## src/rtl/lpm_pkg.sv

```systemverilog
package lpm_pkg;

    typedef enum logic [3:0] {
        M_RUN     = 4'd0,
        M_LPRUN   = 4'd1,
        M_SLEEP   = 4'd2,
        M_LPSLEEP = 4'd3,
        M_STOP0   = 4'd4,
        M_STOP1   = 4'd5,
        M_STBY    = 4'd6,
        M_SHUT    = 4'd7,
        M_RSTREQ  = 4'd8
    } pmode_e;

    typedef enum logic [1:0] {
        WCLK_KEEP = 2'd0,
        WCLK_HSI  = 2'd1,
        WCLK_BOOT = 2'd2
    } wclk_e;

    typedef struct packed {
        logic cpu;
        logic sys;
        logic hso;
        logic lsi;
        logic lse;
        logic mreg;
        logic lreg;
        logic sram;
    } pwr_knobs_t;

    // Deep target from the select field; 010 is reserved and folds onto stop 1.
    function automatic pmode_e deep_target(input logic [2:0] sel);
        pmode_e m;
        if (sel[2])               m = M_SHUT;
        else if (sel[1:0] == 2'b11) m = M_STBY;
        else if (sel[1:0] == 2'b00) m = M_STOP0;
        else                      m = M_STOP1;
        return m;
    endfunction

    function automatic logic sel_reserved(input logic [2:0] sel);
        return sel == 3'b010;
    endfunction

    function automatic logic is_light(input pmode_e m);
        return (m == M_SLEEP) || (m == M_LPSLEEP);
    endfunction

    function automatic logic is_stop(input pmode_e m);
        return (m == M_STOP0) || (m == M_STOP1);
    endfunction

endpackage

```

## src/rtl/lpm_entry_dec.sv

```systemverilog
module lpm_entry_dec
    import lpm_pkg::*;
(
    input  logic       deep,
    input  logic [2:0] sel,
    input  logic       lpr,
    input  logic       wfi,
    input  logic       wfe,
    input  logic       isr_exit,
    output pmode_e     target,
    output logic       req_any,
    output logic       evt_only,
    output logic       rsv
);
    always_comb begin
        req_any  = wfi | wfe | isr_exit;
        // wait-for-event alone arms event-only wake; interrupt requests win
        evt_only = wfe & ~(wfi | isr_exit);
        rsv      = deep & sel_reserved(sel);
        if (deep)     target = deep_target(sel);
        else if (lpr) target = M_LPSLEEP;
        else          target = M_SLEEP;
    end
endmodule

```

## src/rtl/lpm_wake_qual.sv

```systemverilog
module lpm_wake_qual
    import lpm_pkg::*;
#(
    parameter int N_IRQ  = 8,
    parameter int N_EXTI = 16,
    parameter int N_WKUP = 2
) (
    input  logic              clk,
    input  logic              rst,
    input  pmode_e            mode,
    input  logic              evt_wait,
    input  logic [N_IRQ-1:0]  irq_pend,
    input  logic              wake_event,
    input  logic [N_EXTI-1:0] exti_pend,
    input  logic [N_EXTI-1:0] exti_mask,
    input  logic              periph_wake,
    input  logic [N_WKUP-1:0] wkup_pin,
    input  logic              rtc_evt,
    input  logic              tamp_evt,
    input  logic              pin_rst_req,
    input  logic              wdg_rst_req,
    output logic              wake_hit,
    output logic              deep_pending
);
    logic [N_WKUP-1:0] pin_q;
    logic [N_WKUP-1:0] pin_rise;

    for (genvar g = 0; g < N_WKUP; g++) begin : g_pin
        always_ff @(posedge clk) begin
            if (rst) pin_q[g] <= 1'b0;
            else     pin_q[g] <= wkup_pin[g];
        end
        assign pin_rise[g] = wkup_pin[g] & ~pin_q[g];
    end

    logic light_src, stop_src, shut_src, stby_src;

    always_comb begin
        light_src = evt_wait ? wake_event : (|irq_pend);
        stop_src  = (|(exti_pend & exti_mask)) | periph_wake;
        shut_src  = (|pin_rise) | rtc_evt | tamp_evt | pin_rst_req;
        stby_src  = shut_src | wdg_rst_req;
        deep_pending = stop_src | stby_src;
        unique case (mode)
            M_SLEEP, M_LPSLEEP: wake_hit = light_src;
            M_STOP0, M_STOP1:   wake_hit = stop_src;
            M_STBY:             wake_hit = stby_src;
            M_SHUT:             wake_hit = shut_src;
            default:            wake_hit = 1'b0;
        endcase
    end
endmodule

```

## src/rtl/lpm_out_map.sv

```systemverilog
module lpm_out_map
    import lpm_pkg::*;
(
    input  pmode_e     mode,
    input  logic       keep,
    output pwr_knobs_t knobs,
    output wclk_e      wclk
);
    always_comb begin
        knobs = '1;
        wclk  = WCLK_KEEP;
        unique case (mode)
            M_RUN:     knobs = '1;
            M_LPRUN:   knobs.mreg = 1'b0;
            M_SLEEP:   knobs.cpu  = 1'b0;
            M_LPSLEEP: begin
                knobs.cpu  = 1'b0;
                knobs.mreg = 1'b0;
            end
            M_STOP0, M_STOP1: begin
                knobs.cpu  = 1'b0;
                knobs.sys  = 1'b0;
                knobs.hso  = 1'b0;
                knobs.mreg = (mode == M_STOP0);
                wclk       = WCLK_HSI;
            end
            M_STBY: begin
                knobs      = '{cpu: 1'b0, sys: 1'b0, hso: 1'b0, lsi: 1'b1,
                               lse: 1'b1, mreg: 1'b0, lreg: 1'b0, sram: keep};
                wclk       = WCLK_BOOT;
            end
            M_SHUT: begin
                knobs      = '0;
                knobs.lse  = 1'b1;
                wclk       = WCLK_BOOT;
            end
            M_RSTREQ: begin
                knobs.cpu  = 1'b0;
                knobs.sys  = 1'b0;
                wclk       = WCLK_BOOT;
            end
            default:   knobs = '1;
        endcase
    end
endmodule

```

## src/rtl/lpm_ctrl.sv

```systemverilog
module lpm_ctrl
    import lpm_pkg::*;
#(
    parameter int N_IRQ      = 8,
    parameter int N_EXTI     = 16,
    parameter int N_WKUP     = 2,
    parameter int RST_CYCLES = 4
) (
    input  logic              clk,
    input  logic              rst,
    input  logic              sleep_wfi,
    input  logic              sleep_wfe,
    input  logic              sleep_isr_exit,
    input  logic              deep_sleep,
    input  logic [2:0]        lpm_sel,
    input  logic              sram_keep,
    input  logic              lp_reg_run,
    input  logic [N_IRQ-1:0]  irq_pend,
    input  logic              wake_event,
    input  logic [N_EXTI-1:0] exti_pend,
    input  logic [N_EXTI-1:0] exti_mask,
    input  logic              periph_wake,
    input  logic [N_WKUP-1:0] wkup_pin,
    input  logic              rtc_evt,
    input  logic              tamp_evt,
    input  logic              pin_rst_req,
    input  logic              wdg_rst_req,
    output logic [3:0]        cur_mode,
    output logic              cpu_clk_en,
    output logic              sys_clk_en,
    output logic              hs_osc_en,
    output logic              lsi_en,
    output logic              lse_en,
    output logic              main_reg_en,
    output logic              lp_reg_en,
    output logic              sram_ret_en,
    output logic [1:0]        wake_clk_sel,
    output logic              sys_reset_req,
    output logic              stby_flag,
    output logic              mode_reserved
);
    localparam int CW = (RST_CYCLES > 1) ? $clog2(RST_CYCLES) : 1;
    localparam logic [CW-1:0] CNT_LAST = CW'(RST_CYCLES - 1);

    pmode_e        mode_q, mode_d, target;
    logic          evt_q, evt_d, keep_q, keep_d, rsv_q, rsv_d, flag_q, flag_d;
    logic [CW-1:0] cnt_q, cnt_d;
    logic          req_any, evt_only, rsv_sel, wake_hit, deep_pending;
    pwr_knobs_t    knobs;
    wclk_e         wclk;

    lpm_entry_dec u_dec (
        .deep     (deep_sleep),
        .sel      (lpm_sel),
        .lpr      (lp_reg_run),
        .wfi      (sleep_wfi),
        .wfe      (sleep_wfe),
        .isr_exit (sleep_isr_exit),
        .target   (target),
        .req_any  (req_any),
        .evt_only (evt_only),
        .rsv      (rsv_sel)
    );

    lpm_wake_qual #(.N_IRQ(N_IRQ), .N_EXTI(N_EXTI), .N_WKUP(N_WKUP)) u_wake (
        .clk          (clk),
        .rst          (rst),
        .mode         (mode_q),
        .evt_wait     (evt_q),
        .irq_pend     (irq_pend),
        .wake_event   (wake_event),
        .exti_pend    (exti_pend),
        .exti_mask    (exti_mask),
        .periph_wake  (periph_wake),
        .wkup_pin     (wkup_pin),
        .rtc_evt      (rtc_evt),
        .tamp_evt     (tamp_evt),
        .pin_rst_req  (pin_rst_req),
        .wdg_rst_req  (wdg_rst_req),
        .wake_hit     (wake_hit),
        .deep_pending (deep_pending)
    );

    lpm_out_map u_map (
        .mode  (mode_q),
        .keep  (keep_q),
        .knobs (knobs),
        .wclk  (wclk)
    );

    always_comb begin
        mode_d = mode_q;
        evt_d  = evt_q;
        keep_d = keep_q;
        rsv_d  = rsv_q;
        cnt_d  = cnt_q;
        flag_d = flag_q;
        unique case (mode_q)
            M_RUN, M_LPRUN: begin
                if (req_any && !(deep_sleep && deep_pending)) begin
                    mode_d = target;
                    evt_d  = evt_only;
                    keep_d = sram_keep;
                    rsv_d  = rsv_sel;
                end else begin
                    mode_d = lp_reg_run ? M_LPRUN : M_RUN;
                end
            end
            M_SLEEP, M_LPSLEEP, M_STOP0, M_STOP1: begin
                if (wake_hit) begin
                    mode_d = lp_reg_run ? M_LPRUN : M_RUN;
                    rsv_d  = 1'b0;
                end
            end
            M_STBY, M_SHUT: begin
                if (wake_hit) begin
                    mode_d = M_RSTREQ;
                    cnt_d  = '0;
                    flag_d = 1'b1;
                end
            end
            M_RSTREQ: begin
                if (cnt_q == CNT_LAST) mode_d = M_RUN;
                else                   cnt_d  = cnt_q + 1'b1;
            end
            default: mode_d = M_RUN;
        endcase
    end

    always_ff @(posedge clk) begin
        if (rst) begin
            mode_q <= M_RUN;
            evt_q  <= 1'b0;
            keep_q <= 1'b1;
            rsv_q  <= 1'b0;
            cnt_q  <= '0;
            flag_q <= 1'b0;
        end else begin
            mode_q <= mode_d;
            evt_q  <= evt_d;
            keep_q <= keep_d;
            rsv_q  <= rsv_d;
            cnt_q  <= cnt_d;
            flag_q <= flag_d;
        end
    end

    assign cur_mode      = mode_q;
    assign cpu_clk_en    = knobs.cpu;
    assign sys_clk_en    = knobs.sys;
    assign hs_osc_en     = knobs.hso;
    assign lsi_en        = knobs.lsi;
    assign lse_en        = knobs.lse;
    assign main_reg_en   = knobs.mreg;
    assign lp_reg_en     = knobs.lreg;
    assign sram_ret_en   = knobs.sram;
    assign wake_clk_sel  = wclk;
    assign sys_reset_req = (mode_q == M_RSTREQ);
    assign stby_flag     = flag_q;
    assign mode_reserved = rsv_q;
endmodule

```

## config.mk

```make
export PLATFORM = sky130hd
export DESIGN_NAME = lpm_ctrl
export DESIGN_NICKNAME = d
export VERILOG_FILES = /design/src/rtl/lpm_pkg.sv /design/src/rtl/lpm_entry_dec.sv /design/src/rtl/lpm_wake_qual.sv /design/src/rtl/lpm_out_map.sv /design/src/rtl/lpm_ctrl.sv
export SDC_FILE = /design/constraint.sdc
export NUM_CORES = 1
export LEC_CHECK = 0
export BUFFER_PORTS_ARGS = -buffer_cell sky130_fd_sc_hd__buf_2
export CORE_MARGIN = 3
export CORE_UTILIZATION = 30
export CTS_BUF_LIST = sky130_fd_sc_hd__clkbuf_4 sky130_fd_sc_hd__clkbuf_8 sky130_fd_sc_hd__clkbuf_16
export CTS_CLUSTER_DIAMETER = 100
export DETAILED_ROUTE_END_ITERATION = 7
export PLACE_DENSITY = 0.62
export SLEW_MARGIN = 0
export SYNTH_ARGS = -nofsm -noshare
export SYNTH_HDL_FRONTEND = slang
export SYNTH_SLANG_ARGS = --single-unit
```

## constraint.sdc

```tcl
create_clock -name clk -period 3.05 [get_ports clk]
set_input_delay 0.1525 -clock clk [delete_from_list [all_inputs] [get_ports clk]]
set_output_delay 0.1525 -clock clk [all_outputs]
set_load 0.03 [all_outputs]
```

==> summary.md, run 1 <==
| Metric | Value |
|---|---|
| GRT Util Overall | `16.7%` |
| Port Buffers | `74` |
| Share of cells above drive strength 1 | `48.1%` |
| Clk buf depth | `2` |
| Routability cong. | `0.901` |
| Setup TNS | `0 ns` |
| Routed Antenna Nets | `0` |
| Post-synth top cells | `nor2_1, dfxtp_1, nand2_1, a22oi_1, inv_1` |
| PnR Total Power | `around 0.00047 W` |
| Clock skew | `0.00891 ns` |
| Most numerous cell in the Yosys netlist | `nor2_1` |
| IO Count | `76` |
| DR iter-0 viols | `32` |
| Antenna diodes | `0` |
| Synth async-reset ratio | `0%` |
| Hold Buf Count CTS | `0` |
| Global-route wire length before repair | `4660 um` |
| Core area | `2850 um2` |
| Fin. Hold Viols | `0` |
| Hpwl dp | `2470 um` |
| Syn Area/Cell | `8.10 um2` |
| Chip Height | `61.5 um` |
| Die area | `3780 um2` |
| Worst Setup Start Kind | `register` |
| CP Max Fanout | `7` |
| Row Count | `19` |
| Ranking of synthesized cells by area | `dfxtp_1, nor2_1, a22oi_1` |
| Syn Nets | `176` |
| Initial antenna violation count | `0` |
| Top cell type's share of synthesized area | `26.0%` |
| Clk pin slew, worst setup/hold paths | `0.07 ns` |
| Synth cell types | `between 40 and 50` |
| Slew margin rel. | `62.0%` |
| Final Slew Violations | `0` |
| Post-synth EDFFs | `0` |
| Vias/cell | `5.11` |
| Placed Instances | `215` |
| Post-Route Utilization | `a little under half` |
| Final period util | `61.2%` |
| CP arrival | `1.72 ns` |
| Peak VDD IR | `0.297 mV` |
| Worst-Margin Slew | `0.566 ns` |
| CP max stage delay | `roughly 0.38 ns` |
| CP Buf/Inv Count | `2` |
| Syn. warnings | `0` |
| Layout Cells excl Fill | `218` |
| Status | `complete, no violations` |
| Root Buffer | `clkbuf_4` |
| Mapped Cells | `between 100 and 150` |
| DRC Markers | `0` |
| Primary FF master, synth | `dfxtp_1` |
| Stages on the worst setup path | `5` |
| Static leakage | `about 0.66 nW` |
| CP top delay family | `simple AND/OR/NAND/NOR gates` |
| Post-layout min period | `1.87 ns` |
| DR vias | `~1,100` |
| Fmax | `535 MHz` |
| Post_cts resized | `0` |
| Synth area leader | `dfxtp_1` |
| Chip width | `61.5 um` |
| Vias in the first global route | `approximately 1,100` |
| Post-DP Area | `between 1000 and 1500 um2` |
| Sequential share of the synthesized area | `a little over a quarter` |
| Worst EP required | `a little under 3 ns` |
| Worst hold stages | `3` |
| Hold Crit Class | `input pin to register` |
| Post-route cell area | `about 1300 um2` |
| Worst-Skew Late Latency | `between 0.2 and 0.3 ns` |
| Met3 usage | `5.24%` |
| Num CTS Buffers | `3` |
| Synth Cell Area | `about 920 um2` |
| Initial Utilization | `32.4%` |
| RSZ-0062 raised after global routing | `false` |
| Busiest grt layer | `met2` |
| Nets | `251` |
| Crit. End Element | `output pin` |
| Worst-path cell chain | `inv_2 -> and3_1 -> or2_2 -> nor3_1 -> buf_2` |
| CTS tree | `done` |
| Sink Count | `12` |
| Routed Wire Length | `around 3000 um` |
| GRT met1 Usage | `19.1%` |
| R2R depth | `5` |
| Htree depth | `1` |
| Routing usage on met2 | `30.3%` |
| DR WL/cell | `13.6 um` |
| Layout area overhead | `43.8%` |
| Final setup viols | `0` |
| Slowest stage cell on the critical path | `dfxtp_1` |
| Grt ovf | `0` |
| Largest net degree at the start of global routing | `13` |
| Max Cap Viol | `0` |
| Synthesis-stage register bit count | `12` |
| PwrDens | `351 nW/um2` |
| Setup bufs post-CTS | `0` |
| Crit path kind | `register to output pin` |
| DR pass1 iterations | `4` |
[final cells by class]
cell class | count | area (um2)
well taps | 31 | 38.8
repair buffers | 74 | 370
clock buffers | 3 | 22.5
multi-input cells | 90 | 626
inverters | 8 | 30.0
flip-flops and latches | 12 | 240
fillers | 294 | 1530
[layer usage]
layer	wire length (um)	vias up
li1	-	571
met3	176	2
met5	0	-
met2	1600	29
met4	7	0
met1	1180	511
[state kept, by name, indices dropped and copies added, names as in the netlist]
signal and count:
cnt_q 2, cur_mode 4, evt_q 1, keep_q 1, mode_reserved 1, stby_flag 1
u_wake.pin_q 2
[metrics by stage]
| step | hold WS, ns | setup WS [ns] |
|---|---|---|
| after floorplan | 0.288 | 0.562 |
| after global placement | 0.394 | 1.33 |
| after detailed placement | 0.409 | 1.31 |
| after CTS | 0.121 | 1.18 |
| after global routing | 0.118 | 1.07 |
| final | 0.122 | 1.18 |
[power by group]
part           switching (W)  internal [W]  total (W)
Clock              0.0000543     0.0000458   0.000100
Combinational       0.000108     0.0000776   0.000185
Sequential         0.0000135      0.000167   0.000181
Total               0.000176      0.000291   0.000466
[cells in the final DEF, fill, tap and decap left out, drive strengths merged, types with 3 or more instances in the layout]
cell type  Yosys  layout
buf            3      74
nor2          17      17
dfxtp         12      12
nand2         10      10
inv            8       8
a22oi          7       7
nor3           6       6
a21oi          5       5
nand3          5       5
nor2b          4       4
ha             3       3
clkbuf         1       3
[logic make-up after synthesis]
group	after synthesis	share of synthesized area (%)
flops	12	26.0
simple gates	51	28.1
other cells	1	0.406
compound gates	34	34.1
fa+ha+maj	3	4.07
mux	1	1.08
buf+inv	12	6.23
[worst reg2reg max path, delay by kind of cell, from the launching register on]
family,cells,cell delay [ns]
and+or+nand+nor,3,0.75
DFF,1,0.49
AOI/OAI and AO/OA,2,0.42
[worst paths after layout]
check                            from                         end  slack [ns]
min reg2reg    stby_flag$_SDFFE_PP0P_      stby_flag$_SDFFE_PP0P_        0.48
min                       wkup_pin[1]  u_wake.pin_q[1]$_SDFF_PP0_        0.12
max reg2reg  cur_mode[2]$_SDFFE_PP0P_    cur_mode[0]$_SDFFE_PP0P_        1.28
max          cur_mode[3]$_SDFFE_PP0P_                  cpu_clk_en        1.18
Power figures use the tool's default switching activity.
==> inputs of run 2 (changes only) <==
--- a/config.mk
+++ b/config.mk
@@ -5,13 +5,14 @@
 export SDC_FILE = /design/constraint.sdc
 export NUM_CORES = 1
 export LEC_CHECK = 0
+export ABC_AREA = 1
 export BUFFER_PORTS_ARGS = -buffer_cell sky130_fd_sc_hd__buf_2
 export CORE_MARGIN = 3
 export CORE_UTILIZATION = 30
 export CTS_BUF_LIST = sky130_fd_sc_hd__clkbuf_4 sky130_fd_sc_hd__clkbuf_8 sky130_fd_sc_hd__clkbuf_16
 export CTS_CLUSTER_DIAMETER = 100
 export DETAILED_ROUTE_END_ITERATION = 7
-export PLACE_DENSITY = 0.62
+export PLACE_DENSITY = 0.63
 export SLEW_MARGIN = 0
 export SYNTH_ARGS = -nofsm -noshare
 export SYNTH_HDL_FRONTEND = slang
==> constraint.sdc (replaced) <==
create_clock -name clk -period 1.5 [get_ports clk]
set_input_delay 0.075 -clock clk [delete_from_list [all_inputs] [get_ports clk]]
set_output_delay 0.075 -clock clk [all_outputs]
set_load 0.03 [all_outputs]
==> summary.md, run 2 <==
| Metric | Value |
|---|---|
| Worst EP required | `1.42 ns` |
| DR WL/cell | `9.87 um` |
| Worst Slack Setup Final | `0.0224 ns` |
| IO Count | `76` |
| Fin. Hold Viols | `0` |
| Crit. End Element | `output pin` |
| Hold Crit Class | `input pin to register` |
| Syn. warnings | `0` |
| Clk pin slew, worst setup/hold paths | `0.08 ns` |
| Vias/cell | `4.15` |
| Ranking of synthesized cells by area | `dfxtp_1, nand2_1, nor2_1` |
| DR pass1 iterations | `4` |
| Reg2reg end | `cur_mode[0]$_SDFFE_PP0P_` |
| Layout area overhead | `65.5%` |
| CP startpoint | `cur_mode[3]$_SDFFE_PP0P_` |
| Routed Wire Length | `2880 um` |
| CTS tree | `done` |
| Slowest stage cell on the critical path | `dfxtp_4` |
| Max Cap Viol | `0` |
| Sequential share of the synthesized area | `roughly a quarter` |
| Static leakage | `0.893 nW` |
| Complex-gate fraction of the synthesized area | `between 8 and 9%` |
| Fmax | `just under 700 MHz` |
| CP Max Fanout | `6` |
| Hpwl dp | `between 2000 and 2500 um` |
| Post-synth EDFFs | `0` |
| Final setup viols | `0` |
| DR vias | `1,211` |
| DRC Markers | `0` |
| Port Buffers | `74` |
| Final period util | `98.5%` |
| PnR Total Power | `~0.00099 W` |
| Pre-CTS WS | `-0.0130 ns` |
| Worst-Skew Late Latency | `between 0.2 and 0.3 ns` |
| Row Count | `19` |
| Root Buffer | `clkbuf_4` |
| Num CTS Buffers | `3` |
| Fraction of the mapped netlist area in simple logic gates | `49.3%` |
| Nets | `313` |
| Stages on the worst setup path | `5` |
| Multi-input logic area | `682 um2` |
| Htree depth | `1` |
| Synthesis-stage register bit count | `12` |
| Synth async-reset ratio | `0%` |
| Routing usage on met2 | `23.7%` |
| Commonest non-fill, non-tap cells in the layout | `buf_2, nand2_1, nor2_1, inv_1` |
| RSZ-0062 raised after global routing | `true` |
| Busiest grt layer | `met2` |
| R2R depth | `12` |
| Clock skew | `0.00203 ns` |
| Die area | `3920 um2` |
| Post-DP Area | `1440 um2` |
| GRT met1 Usage | `18.1%` |
| Status | `complete, no violations` |
| Initial Utilization | `between 30% and 40%` |
| Adder-cell share of the synthesized area | `3.90%` |
| Setup TNS | `0 ns` |
| Flip-flop and latch area | `253 um2` |
| Sink Count | `12` |
| Syn Nets | `~230` |
| PwrDens | `623 nW/um2` |
| Clk buf depth | `2` |
| Antenna diodes | `0` |
| Routability cong. | `0.774` |
| Number of flip-flops in the largest register | `4` |
| Worst-path cell chain | `inv_4 -> nor4_4 -> buf_4 -> nor3b_2 -> buf_4` |
| Core area | `2900 um2` |
| GRT Util Overall | `14.2%` |
| R2r startpoint | `cur_mode[2]$_SDFFE_PP0P_` |
| Post-route cell area | `about 1600 um2` |
| Chip width | `between 60 and 70 um` |
| CP Buf/Inv Count | `3` |
| Most numerous cell in the Yosys netlist | `nand2_1` |
| Peak VDD IR | `0.305 mV` |
| Synth cell types | `25` |
| Chip Height | `62.6 um` |
| CP dominant cell by count | `buf_4` |
| CP Capture Point | `cpu_clk_en` |
| Mapped Cells | `165` |
| Synth area leader | `dfxtp_1` |
| Crit path kind | `register to output pin` |
| Grt ovf | `0` |
| Global-route wire length before repair | `4680 um` |
| Routed Antenna Nets | `0` |
| Synth Cell Area | `approximately 960 um2` |
| Post-synth top cells | `nand2_1, nor2_1, inv_1, dfxtp_1, inv_2` |
| CP top delay family | `flip-flops` |
| Main combinational cell family by area after synthesis | `simple AND/OR/NAND/NOR gates` |
| Xor and xnor area share after synthesis | `0%` |
| Initial antenna violation count | `0` |
| Vias in the first global route | `1,117` |
| Post-synthesis mux area share | `0%` |
| Fill cells | `~320` |
| Post-layout min period | `around 1.5 ns` |
| Most common cell after layout, fill and taps aside | `buf_2` |
| DR iter-0 viols | `34` |
| Worst reg-to-reg setup slack | `about 0.070 ns` |
| Largest net degree at the start of global routing | `11` |
| Worst Setup Start Kind | `register` |
| CP arrival | `between 1 and 1.5 ns` |
| Top cell type's share of synthesized area | `25.0%` |
| CP max stage delay | `0.41 ns` |
| Worst hold-check slack | `0.0141 ns` |
| Syn Area/Cell | `5.83 um2` |
| Met3 usage | `between 5 and 6%` |
| Share of cells above drive strength 1 | `51.6%` |
| Final Slew Violations | `0` |
| Primary FF master, synth | `dfxtp_1` |
-- run 2: worst min-delay path by stage --
| stage | start | endpoint | slack [ns] | depth (start not counted) |
|---|---|---|---|---|
| 2_1_floorplan | wkup_pin[1] | u_wake.pin_q[1]$_SDFF_PP0_ | 0.18 | 2 |
| 3_3_place_gp | wkup_pin[0] | u_wake.pin_q[0]$_SDFF_PP0_ | 0.30 | 3 |
| 3_5_place_dp | sram_keep | keep_q$_SDFFE_PP1P_ | 0.30 | 3 |
| 4_1_cts | sram_keep | keep_q$_SDFFE_PP1P_ | 0.008 | 3 |
| 5_1_grt | wkup_pin[1] | u_wake.pin_q[1]$_SDFF_PP0_ | 0.01 | 3 |
| 6_report | sram_keep | keep_q$_SDFFE_PP1P_ | 0.01 | 3 |
-- run 2: repair_timing --
action | CTS | global route
hold buffers | 0 | 0
gates cloned | 0 | 0
buffers inserted | 1 | 4
setup endpoints to repair | 5 | 9
pin swaps | 1 | 6
resized for setup | 4 | 26
-- run 2: logic make-up after synthesis --
family	Yosys count
AOI/OAI and AO/OA	15
adders and majority gates	3
and+or+nand+nor	103
other	1
buffers and inverters	31
DFF	12
-- run 2: area by class of cell --
cell class / instances / share of cell area [%]
well taps: 42 / 3.30
clock buffers: 4 / 1.89
multi-input cells: 122 / 42.8
flip-flops and latches: 12 / 15.9
inverters: 29 / 7.46
repair buffers: 83 / 28.7
-- run 2: power by group --
group / internal, W / switching, W / total [W] / leakage (nW)
logic: 0.000169 / 0.000230 / 0.000399 / 0.774
clock network: 0.000121 / 0.000113 / 0.000234 / 0.0184
registers: 0.000337 / 0.0000218 / 0.000359 / 0.101
-- run 2: per-layer routing --
layer / share of wire [%] / vias to the layer above
met1: 44 / 500
met3: 7.8 / 2
met5: 0 / -
li1: - / 674
met4: 0.62 / 0
met2: 48 / 35
-- run 2: tightest hold or removal path: cells and delay by family --
family,cells,cell delay (ns)
buffers and inverters,1,0.08
and+or+nand+nor,2,0.10
-- run 2: stage by stage --
step,utilization [%],instances
after floorplan,-,165
after CTS,51.3,288
final,54.9,292
after global routing,54.9,292
after detailed placement,49.6,283
after global placement,49.6,283
